## src/rtl/i2c_sclgen_pkg.sv

```systemverilog
package i2c_sclgen_pkg;
  localparam int DIV_W    = 9;
  localparam int HOLD_W   = 8;
  localparam int REG_W    = 8;
  localparam int DIV_MIN  = 10;
  localparam int DIV_RST  = 10;
  localparam int HOLD_RST = 7;

  localparam logic [1:0] SEL_CTL_LO = 2'd0;
  localparam logic [1:0] SEL_CTL_HI = 2'd1;
  localparam logic [1:0] SEL_HOLD   = 2'd2;

  typedef logic [1:0] qtr_t;
endpackage

```

## src/rtl/sclgen_regs.sv

```systemverilog
module sclgen_regs
  import i2c_sclgen_pkg::*;
#(
  parameter int DW    = DIV_W,
  parameter int HW    = HOLD_W,
  parameter int RW    = REG_W,
  parameter int DMIN  = DIV_MIN,
  parameter int DRST  = DIV_RST,
  parameter int HRST  = HOLD_RST
) (
  input  logic          clk_i,
  input  logic          rst_ni,
  input  logic          we_i,
  input  logic [1:0]    sel_i,
  input  logic [RW-1:0] wdata_i,
  output logic [RW-1:0] rdata_o,
  output logic          en_o,
  output logic [DW-1:0] div_o,
  output logic [HW-1:0] hold_o
);
  localparam int LO_W  = RW - 1;
  localparam int HI_W  = DW - LO_W;
  localparam int AUX_W = 2;
  localparam logic [DW-1:0] MIN_V = DW'(DMIN);
  localparam logic [DW-1:0] RST_V = DW'(DRST);

  logic            en_q;
  logic [LO_W-1:0] lo_q;
  logic [HI_W-1:0] hi_q;
  logic [AUX_W-1:0] aux_q;
  logic [HW-1:0]   hold_q;
  logic [DW-1:0]   raw;

  always_ff @(posedge clk_i or negedge rst_ni) begin
    if (!rst_ni) begin
      en_q   <= 1'b0;
      lo_q   <= RST_V[LO_W-1:0];
      hi_q   <= RST_V[DW-1:LO_W];
      aux_q  <= '0;
      hold_q <= HW'(HRST);
    end else if (we_i) begin
      case (sel_i)
        SEL_CTL_LO: begin
          en_q <= wdata_i[0];
          lo_q <= wdata_i[RW-1:1];
        end
        SEL_CTL_HI: begin
          hi_q  <= wdata_i[HI_W-1:0];
          aux_q <= wdata_i[HI_W+AUX_W-1:HI_W];
        end
        SEL_HOLD: hold_q <= wdata_i[HW-1:0];
        default: ;
      endcase
    end
  end

  always_comb begin
    case (sel_i)
      SEL_CTL_LO: rdata_o = {lo_q, en_q};
      SEL_CTL_HI: rdata_o = RW'({aux_q, hi_q});
      SEL_HOLD:   rdata_o = RW'(hold_q);
      default:    rdata_o = '0;
    endcase
  end

  assign raw    = {hi_q, lo_q};
  assign div_o  = (raw < MIN_V) ? MIN_V : raw;  // clamp to legal floor
  assign en_o   = en_q;
  assign hold_o = hold_q;
endmodule

```

## src/rtl/sclgen_quarter.sv

```systemverilog
module sclgen_quarter
  import i2c_sclgen_pkg::*;
#(
  parameter int DW   = DIV_W,
  parameter int DMIN = DIV_MIN
) (
  input  logic          clk_i,
  input  logic          rst_ni,
  input  logic          active_i,
  input  logic [DW-1:0] div_i,
  input  logic          scl_i,
  output logic          scl_oe_o,
  output logic          qend_o,
  output logic          sample_o,
  output qtr_t          qtr_o
);
  logic [DW-1:0] cnt_q, div_act_q;
  qtr_t          qtr_q;
  logic          halt, last, tick;

  assign halt = qtr_q[1] & ~scl_i;            // released but held low by target
  assign last = (cnt_q == div_act_q - DW'(1));
  assign tick = active_i & ~halt & last;

  always_ff @(posedge clk_i or negedge rst_ni) begin
    if (!rst_ni) begin
      cnt_q     <= '0;
      qtr_q     <= '0;
      div_act_q <= DW'(DMIN);
    end else if (!active_i) begin
      cnt_q     <= '0;
      qtr_q     <= '0;
      div_act_q <= div_i;
    end else if (!halt) begin
      if (last) begin
        cnt_q <= '0;
        qtr_q <= qtr_q + 2'd1;
        if (qtr_q == 2'd3) div_act_q <= div_i;  // period boundary
      end else begin
        cnt_q <= cnt_q + DW'(1);
      end
    end
  end

  assign scl_oe_o = active_i & ~qtr_q[1];
  assign qend_o   = tick;
  assign sample_o = tick & (qtr_q == 2'd2);
  assign qtr_o    = qtr_q;

  a_r8_freeze_on_stretch: assert property (@(posedge clk_i) disable iff (!rst_ni)
    (active_i && halt) |=> (!active_i || ($stable(cnt_q) && $stable(qtr_q))));
  a_r9_div_only_at_boundary: assert property (@(posedge clk_i) disable iff (!rst_ni)
    (active_i && !(tick && qtr_q == 2'd3)) |=> $stable(div_act_q));
  a_r5_cnt_in_range: assert property (@(posedge clk_i) disable iff (!rst_ni)
    cnt_q < div_act_q);
  a_r10_idle_restart: assert property (@(posedge clk_i) disable iff (!rst_ni)
    !active_i |=> (cnt_q == '0 && qtr_q == 2'd0));
endmodule

```

## src/rtl/sclgen_hold.sv

```systemverilog
module sclgen_hold
  import i2c_sclgen_pkg::*;
#(
  parameter int HW = HOLD_W
) (
  input  logic          clk_i,
  input  logic          rst_ni,
  input  logic          active_i,
  input  logic          scl_oe_i,
  input  logic [HW-1:0] hold_i,
  output logic          sda_chg_o
);
  logic          oe_q, armed_q, fall;
  logic [HW-1:0] hcnt_q;

  assign fall = scl_oe_i & ~oe_q;

  always_ff @(posedge clk_i or negedge rst_ni) begin
    if (!rst_ni) begin
      oe_q    <= 1'b0;
      armed_q <= 1'b0;
      hcnt_q  <= '0;
    end else begin
      oe_q <= scl_oe_i;
      if (!active_i) begin
        armed_q <= 1'b0;
      end else if (fall) begin
        armed_q <= (hold_i != '0);
        hcnt_q  <= HW'(1);                     // counts cycles since fall
      end else if (armed_q) begin
        if (hcnt_q == hold_i) armed_q <= 1'b0;
        else                  hcnt_q  <= hcnt_q + HW'(1);
      end
    end
  end

  assign sda_chg_o = active_i &
                     ((fall & (hold_i == '0)) | (armed_q & (hcnt_q == hold_i)));

  a_r7_single_pulse: assert property (@(posedge clk_i) disable iff (!rst_ni)
    sda_chg_o |=> !sda_chg_o);
endmodule

```

## src/rtl/i2c_scl_timer.sv

```systemverilog
module i2c_scl_timer
  import i2c_sclgen_pkg::*;
#(
  parameter int DW = DIV_W,
  parameter int HW = HOLD_W,
  parameter int RW = REG_W
) (
  input  logic          clk_i,
  input  logic          rst_ni,
  input  logic          reg_we_i,
  input  logic [1:0]    reg_sel_i,
  input  logic [RW-1:0] reg_wdata_i,
  output logic [RW-1:0] reg_rdata_o,
  input  logic          run_i,
  input  logic          scl_i,
  output logic          scl_oe_o,
  output logic [1:0]    qtr_o,
  output logic          qend_o,
  output logic          sample_o,
  output logic          sda_chg_o
);
  logic          en, active;
  logic [DW-1:0] div;
  logic [HW-1:0] hold;

  sclgen_regs #(.DW(DW), .HW(HW), .RW(RW)) u_regs (
    .clk_i, .rst_ni,
    .we_i(reg_we_i), .sel_i(reg_sel_i), .wdata_i(reg_wdata_i),
    .rdata_o(reg_rdata_o), .en_o(en), .div_o(div), .hold_o(hold)
  );

  assign active = en & run_i;

  sclgen_quarter #(.DW(DW)) u_qtr (
    .clk_i, .rst_ni, .active_i(active), .div_i(div), .scl_i,
    .scl_oe_o, .qend_o, .sample_o, .qtr_o
  );

  sclgen_hold #(.HW(HW)) u_hold (
    .clk_i, .rst_ni, .active_i(active), .scl_oe_i(scl_oe_o),
    .hold_i(hold), .sda_chg_o
  );

  a_r6_sample_while_high: assert property (@(posedge clk_i) disable iff (!rst_ni)
    sample_o |-> (!scl_oe_o && scl_i));
  a_r10_quiet_when_stopped: assert property (@(posedge clk_i) disable iff (!rst_ni)
    !run_i |-> (!scl_oe_o && !qend_o && !sample_o && !sda_chg_o));
endmodule

```

## config.mk

```make
export PLATFORM = sky130hd
export DESIGN_NAME = i2c_scl_timer
export DESIGN_NICKNAME = d
export VERILOG_FILES = /design/src/rtl/i2c_sclgen_pkg.sv /design/src/rtl/sclgen_regs.sv /design/src/rtl/sclgen_quarter.sv /design/src/rtl/sclgen_hold.sv /design/src/rtl/i2c_scl_timer.sv
export SDC_FILE = /design/constraint.sdc
export NUM_CORES = 1
export LEC_CHECK = 0
export ABC_AREA = 1
export ABC_CLOCK_PERIOD_IN_PS = 6700
export BUFFER_PORTS_ARGS = -buffer_cell sky130_fd_sc_hd__buf_2
export CAP_MARGIN = 20
export CORE_ASPECT_RATIO = 1.25
export CORE_MARGIN = 3
export CORE_UTILIZATION = 45
export CTS_BUF_LIST = sky130_fd_sc_hd__clkbuf_4 sky130_fd_sc_hd__clkbuf_8
export CTS_CLUSTER_DIAMETER = 40
export DETAILED_ROUTE_END_ITERATION = 6
export SLEW_MARGIN = 15
export SYNTH_ARGS = -nofsm -noshare
export SYNTH_HDL_FRONTEND = slang
export SYNTH_HIERARCHICAL = 1
export SYNTH_SLANG_ARGS = --single-unit
```

## constraint.sdc

```tcl
create_clock -name clk_i -period 6.7 [get_ports clk_i]
set_input_delay 1.675 -clock clk_i [delete_from_list [all_inputs] [get_ports clk_i]]
set_output_delay 1.675 -clock clk_i [all_outputs]
set_load 0.005 [all_outputs]
```

==> results of run 1 <==
==> metal layers <==
layer / GRT usage (%) / wire length (µm) / up-vias
li1: - / - / 1412
met1: 23.1 / 3090 / 1221
met3: 2.33 / 139 / 16
met2: 32.0 / 3460 / 37
met5: 0 / 0 / -
met4: 9.49 / 278 / 0
==> sequential cells by signal, summed over array words and instances (netlist names) <==
register / count
u_qtr/cnt_q: 9
u_qtr/div_act_q: 9
u_hold/hcnt_q: 8
u_regs/hold_o: 8
u_regs/lo_q: 7
u_qtr/qtr_o: 2
u_regs/aux_q: 2
u_regs/hi_q: 2
u_hold/armed_q: 1
u_hold/oe_q: 1
u_regs/en_o: 1
==> power by group <==
part           internal, mW  total, mW  switching (mW)
logic                 0.100      0.262           0.161
registers             0.350      0.404          0.0548
clock network         0.114      0.222           0.108
==> cells by family (layout without fill, tap and decap cells) <==
group / Yosys count / count (layout)
AOI/OAI and AO/OA: 40 / 40
xor gates and xnor gates: 12 / 12
adders and majority gates: 5 / 5
buffers and inverters: 71 / 95
DFF: 50 / 50
and+or+nand+nor: 254 / 254
==> stage by stage <==
step	instances	worst slack, ps	area [µm²]	utilization [%]	hold slack (ps)
after global routing	543	1270	3470	51.6	510
after detailed placement	535	1600	3360	49.9	473
final	543	1580	3470	51.6	487
after global placement	535	1620	3360	49.9	464
after CTS	543	1570	3470	51.6	490
after floorplan	432	2160	3190	-	450
==> synth_stat cells (2+ instances only) <==
cell type / n / share of area (%)
nand2_4: 4 / 1.4
buf_2: 3 / 0.47
dfstp_2: 7 / 5.8
o21ai_0: 9 / 1.4
clkbuf_1: 5 / 0.59
nor2_2: 7 / 1.4
nor2_1: 33 / 3.9
o21ai_1: 12 / 1.9
ha_1: 5 / 2.0
inv_1: 51 / 6.0
o21ai_2: 8 / 2.2
nor2_4: 4 / 1.4
nand3_4: 3 / 1.6
dfrtp_1: 43 / 34
xnor2_1: 7 / 1.9
nand3_1: 18 / 2.8
nand2_2: 10 / 2.0
a21oi_1: 6 / 0.94
xor2_1: 5 / 1.4
o211ai_1: 3 / 0.71
or2_2: 2 / 0.39
buf_6: 3 / 1.1
inv_2: 7 / 0.82
nand2_1: 144 / 17
nand4_1: 24 / 4.7
==> cell type report <==
| class | instances | area [µm²] | area share [%] |
|---|---|---|---|
| Multi-Input combinational cell | 311 | 1620 | 46.7 |
| Sequential cell | 50 | 1260 | 36.3 |
| Inverter | 58 | 218 | 6.27 |
| Timing Repair Buffer | 29 | 148 | 4.25 |
| Tap cell | 87 | 109 | 3.14 |
| Clock buffer | 5 | 68.8 | 1.98 |
| Clock inverter | 3 | 47.5 | 1.37 |
==> worst paths after layout <==
check | to | cells after the start | start | slack [ps]
worst min-delay path | u_regs/lo_q[3]$_DFFE_PN1P_ | 2 | u_regs/lo_q[3]$_DFFE_PN1P_ | 490
worst max register to register | u_qtr/cnt_q[8]$_DFFE_PN0P_ | 10 | u_regs/en_o$_DFFE_PN0P_ | 4010
max in group asynchronous | u_hold/hcnt_q[2]$_DFFE_PN0P_ | 2 | rst_ni | 4810
min in group asynchronous | u_regs/hold_o[6]$_DFFE_PN0P_ | 2 | rst_ni | 1470
worst max-delay path | sda_chg_o | 11 | run_i | 1580
worst min register to register | u_regs/lo_q[3]$_DFFE_PN1P_ | 2 | u_regs/lo_q[3]$_DFFE_PN1P_ | 490
==> worst max-delay path, cell delays in order <==
cell and delay, ps:
buf_2 70, nand2_1 40, inv_1 480, inv_1 110, nor2_1 170, inv_1 70, nor2_2 160, nand3_1 110
nor4_1 280, o21a_1 170, buf_2 100
==> results.sh, run 1 <==
export IMPL_drv_slew=0
export IMPL_cp_max_fo=16
export IMPL_synth_xor_area_share_pct=3.30
export IMPL_syn_nets=452
export IMPL_grt_max_degree=51
export IMPL_cts_htree_levels=2
export IMPL_post_route_cells_drive_above_1_share_pct=19.7
export IMPL_diodes=0
export IMPL_drc=0
export IMPL_clk_path_buf_depth=2
export IMPL_gp_congestion=0.840
export IMPL_finalClockSkew_ps=11.4
export IMPL_synthSimpleGateAreaFrac_pct=38.0
export IMPL_worstMarginPinSlew_ps=833
export IMPL_rsz0062_at_grt="no"
export IMPL_clk_insertion_delay_late_ps=310
export IMPL_path_class="primary input to output pin"
export IMPL_vias=2686
export IMPL_seq_area_frac_synth_pct=39.5
export IMPL_synth_compound_area_share_pct=7.61
export IMPL_root_buffer="clkbuf_8"
export IMPL_drtPass1Iterations=4
export IMPL_routed_wl_um=6960
export IMPL_area_growth_pct=8.87
export IMPL_synth_ff_type="dfrtp_1"
export IMPL_initial_utilization_pct=47.4
export IMPL_ios=29
export IMPL_leakagePower_nw=1.79
export IMPL_synth_mux_area_share_pct=0
export IMPL_max_cap_violations=0
export IMPL_setup_viol=0
export IMPL_period_needed_ps=5120
export IMPL_path_clk_slew_ps=100
export IMPL_antenna_found_initial=0
export IMPL_clock_sinks=50
export IMPL_final_cell_mix="nand2_1 (144), inv_1 (51), dfrtp_1 (43), nor2_1 (33), buf_2 (28)"
export IMPL_fillers=715
export IMPL_post_cts_setup_buffers=0
export IMPL_start_kind="primary input"
export IMPL_hold_buffers=0
export IMPL_power_density_nw_per_um2=256
export IMPL_viasPerCell=4.95
export IMPL_yosysWarnings=6
export IMPL_cp_data_arrival_time_ps=3450
export IMPL_synthCells=432
export IMPL_ys_types=34
export IMPL_hold_viol_final=0
export IMPL_cp_required_ps=5030
export IMPL_final_setup_tns_ps=0
export IMPL_max_freq_mhz=195
export IMPL_hold_path_class="flip-flop to flip-flop"
export IMPL_status="finished, final reports clean"
export IMPL_critPathCaptureType="output pin"
export IMPL_cts_tree="yes"
export IMPL_portBuffers=28
export IMPL_synth_top_family_by_area="simple AND/OR/NAND/NOR gates"
export IMPL_grt_pass1_wl_um=12100
export IMPL_synth_fa_ha_area_share_pct=1.96
export IMPL_drtIter0Drc=86
export IMPL_ant_nets=0
export IMPL_fp_dieH_um=100
export IMPL_grt_overflow_total=0
export IMPL_synth_seq_cells=50
export IMPL_synth_area_um2=3190
export IMPL_dp_hpwl_um=5210
export IMPL_async_reset_ff_share_pct=100
export IMPL_ir_worst_vdd_mv=0.124
export IMPL_avgSynthCellArea_um2=7.38
export IMPL_rows=33
export IMPL_grt_total_usage_pct=18.8
export IMPL_layout_commonest_cell="nand2_1"
export IMPL_post_cts_resized=0
export IMPL_fin_nets=475
export IMPL_core_area_um2=6730
export IMPL_relSlewSlack_pct=44.4
export IMPL_fin_crit_sh_pct=76.5
export IMPL_fin_total_pwr_uw=888
export IMPL_die_x_um=81.3
export IMPL_cts_buffers=5
export IMPL_wl_per_cell_um=12.8
export IMPL_dieArea_um2=8140
export IMPL_first_global_vias=2663
export IMPL_synth_edf_count=0
Note: power is estimated with default switching activity, not from simulation.
==> run 2: changes to the inputs <==
- ABC_AREA: 1 -> 0
- ABC_CLOCK_PERIOD_IN_PS: 6700 -> 4510
- PLACE_DENSITY: unset -> 0.66
- clock period: 6.7 -> 4.51 ns (I/O delays scaled with it)
==> run 2 against run 1 <==
  * Clock-buffer cell count did not move
  * Register-to-register slack got worse by 2400 ps
  * Via count fell by 24%
  * Die area fell by 8.5%
  * Critical path depth fell by 2
  * Core utilization fell by 0.20 points
  * Critical endpoint is now sample_o
  * Highest routed layer unchanged
==> results.sh, run 2 <==
export IMPL_status="finished, final reports clean"
export IMPL_ant_nets=0
export IMPL_crit_slowest_cell="dfstp_2"
export IMPL_final_setup_tns_ps=0
export IMPL_post_cts_setup_buffers=0
export IMPL_yosysWarnings=6
export IMPL_fillers=569
export IMPL_seq_area_frac_synth_pct=43.5
export IMPL_period_needed_ps=3820
export IMPL_max_cap_violations=0
export IMPL_final_core_util_pct=51.4
export IMPL_wl_per_cell_um=15.6
export IMPL_r2r_end="u_qtr/div_act_q[7]$_DFFE_PN0P_"
export IMPL_clk_insertion_delay_late_ps=310
export IMPL_hold_buffers=0
export IMPL_antenna_found_initial=0
export IMPL_final_cell_mix="dfrtp_1 (43), buf_2 (28), mux2_2 (20), nand2_1 (19), nor2_1 (18)"
export IMPL_synthTopCellsByCount="dfrtp_1 (43), mux2_2 (20), nand2_1 (19)"
export IMPL_seq_area_um2=1260
export IMPL_ff2ff_setup_slack_ps=1650
export IMPL_hold_path_class="flip-flop to flip-flop"
export IMPL_synth_top_area_share_pct=37.1
export IMPL_critPathCaptureType="output pin"
export IMPL_yosysMostFrequentCell="dfrtp_1"
export IMPL_cp_required_ps=3380
export IMPL_grt_total_usage_pct=17.4
export IMPL_finalClockSkew_ps=14.3
export IMPL_syn_nets=289
export IMPL_synthCells=269
export IMPL_wl_met3_um=171
export IMPL_rsz0062_at_grt="no"
export IMPL_vias=2042
export IMPL_crit_chain="inv_1 > ha_1 > nor2b_1 > or3_1 > a31oi_1 > nand3_1 > nor3_1 > and3_1 > buf_2"
export IMPL_path_class="flip-flop to output pin"
export IMPL_fp_dieH_um=95.7
export IMPL_dr_max_layer_used="met4"
export IMPL_slowest_delay_ps=570
export IMPL_hp_start="u_regs/aux_q[0]$_DFFE_PN0P_"
export IMPL_ir_worst_vdd_mv=0.240
export IMPL_ys_types=51
export IMPL_power_density_nw_per_um2=388
export IMPL_final_cells=381
export IMPL_clock_sinks=50
export IMPL_gp_congestion=0.796
export IMPL_relSlewSlack_pct=44.7
export IMPL_fin_crit_sh_pct=84.8
export IMPL_setup_viol=0
export IMPL_cp_top_family="simple AND/OR/NAND/NOR gates"
export IMPL_async_reset_ff_share_pct=100
export IMPL_dpl_cell_count=373
export IMPL_yosys_area_top_type="dfrtp_1"
export IMPL_r2r_start="u_qtr/div_act_q[1]$_DFFE_PN1P_"
export IMPL_cp_max_fo=7
export IMPL_initial_utilization_pct=46.7
export IMPL_synth_edf_count=0
export IMPL_cts_buffers=5
export IMPL_core_area_um2=6210
export IMPL_path_buf_inv=2
export IMPL_portBuffers=28
export IMPL_routed_wl_um=5950
export IMPL_wl_met2_um=3160
export IMPL_multi_input_area_um2=1540
export IMPL_dieArea_um2=7450
export IMPL_grt_pass1_wl_um=10100
export IMPL_max_freq_mhz=262
export IMPL_root_buffer="clkbuf_8"
export IMPL_drc=0
export IMPL_grt_overflow_total=0
export IMPL_drt_met1_wl_um=2570
export IMPL_r2r_cells=8
export IMPL_whs_path_depth=1
export IMPL_die_x_um=77.8
export IMPL_grt_max_degree=33
export IMPL_rows=32
export IMPL_leakagePower_nw=1.36
export IMPL_synth_area_um2=2900
export IMPL_cts_tree="yes"
export IMPL_worstMarginPinSlew_ps=822
export IMPL_holdPathEnd="u_regs/aux_q[0]$_DFFE_PN0P_"
export IMPL_yosys_top_cells_area="dfrtp_1 (37%), mux2_2 (7.8%), dfstp_2 (6.3%)"
export IMPL_layout_commonest_cell="dfrtp_1"
export IMPL_drtIter0Drc=111
export IMPL_diodes=0
export IMPL_hold_viol_final=0
export IMPL_start_kind="flip-flop"
export IMPL_first_global_vias=2075
export IMPL_synth_ff_type="dfrtp_1"
export IMPL_avgSynthCellArea_um2=10.8
export IMPL_cts_htree_levels=2
export IMPL_path_clk_slew_ps=110
export IMPL_top_regs="u_qtr/cnt_q: 9 flops, u_qtr/div_act_q: 9 flops"
export IMPL_post_cts_resized=0
export IMPL_fin_nets=315
export IMPL_clk_path_buf_depth=2
export IMPL_post_route_cells_drive_above_1_share_pct=28.4
export IMPL_synth_seq_cells=50
export IMPL_area_growth_pct=10.0
export IMPL_ios=29
export IMPL_dp_hpwl_um=4440
export IMPL_drtPass1Iterations=4
export IMPL_cp_data_arrival_time_ps=2700
export IMPL_drv_slew=0
export IMPL_viasPerCell=5.36
## run 2: per-stage QoR
stage | cell area (µm²) | worst slack, ps | power [mW] | hold slack [ps]
finish | 3190 | 687 | 1.24 | 521
global placement | 3090 | 1090 | 0.953 | 490
floorplan | 2900 | 838 | 0.871 | 479
detailed placement | 3090 | 1040 | 0.960 | 498
CTS | 3190 | 686 | 1.25 | 523
global route | 3190 | 503 | 1.32 | 542
## run 2: area by class of cell
| type | instances | share of cell area [%] |
|---|---|---|
| Inverter | 9 | 1.06 |
| Clock inverter | 3 | 0.902 |
| Multi-Input combinational cell | 199 | 48.2 |
| Sequential cell | 50 | 39.5 |
| Timing Repair Buffer | 30 | 4.86 |
| Clock buffer | 5 | 2.16 |
| Tap cell | 85 | 3.33 |
## run 2: layer usage
layer	track usage, %	up-vias
li1	-	1014
met1	20.7	1000
met2	31.8	26
met3	3.56	2
met4	4.90	0
met5	0	-
## run 2: worst max-delay path by stage
stage,from,endpoint,slack [ps],cells past startpoint
2_1_floorplan,run_i,sda_chg_o,840,6
3_3_place_gp,u_qtr/div_act_q[1]$_DFFE_PN1P_,sample_o,1090,9
3_5_place_dp,run_i,sda_chg_o,1040,7
4_1_cts,u_qtr/div_act_q[1]$_DFFE_PN1P_,sample_o,690,9
5_1_grt,u_qtr/div_act_q[1]$_DFFE_PN1P_,sample_o,500,9
6_report,u_qtr/div_act_q[1]$_DFFE_PN1P_,sample_o,690,9
## run 2: power by group
group          internal (mW)  switching (mW)
registers              0.530          0.0941
clock network          0.115           0.172
logic                  0.174           0.154
total                  0.819           0.419
## run 2: logic make-up (layout without fill, tap and decap cells)
| logic type | Yosys count | in the layout | share of synthesized area [%] |
|---|---|---|---|
| multiplexers | 40 | 40 | 16.2 |
| XOR/XNOR | 24 | 24 | 7.25 |
| buffers and inverters | 20 | 47 | 3.54 |
| AND/OR/NAND/NOR | 96 | 96 | 18.3 |
| flip-flops | 50 | 50 | 43.5 |
| adder cells (fa/ha/maj) | 5 | 5 | 2.16 |
| AO/OA/AOI/OAI | 34 | 34 | 9.11 |
## run 2: worst register-to-register path, delay by kind of cell, from the launching register on
| family | cells | cell delay, ps |
|---|---|---|
| mux | 1 | 380 |
| compound gates | 2 | 820 |
| simple gates | 3 | 680 |
| buf+inv | 1 | 50 |
| fa+ha+maj | 1 | 240 |
| flops | 1 | 570 |
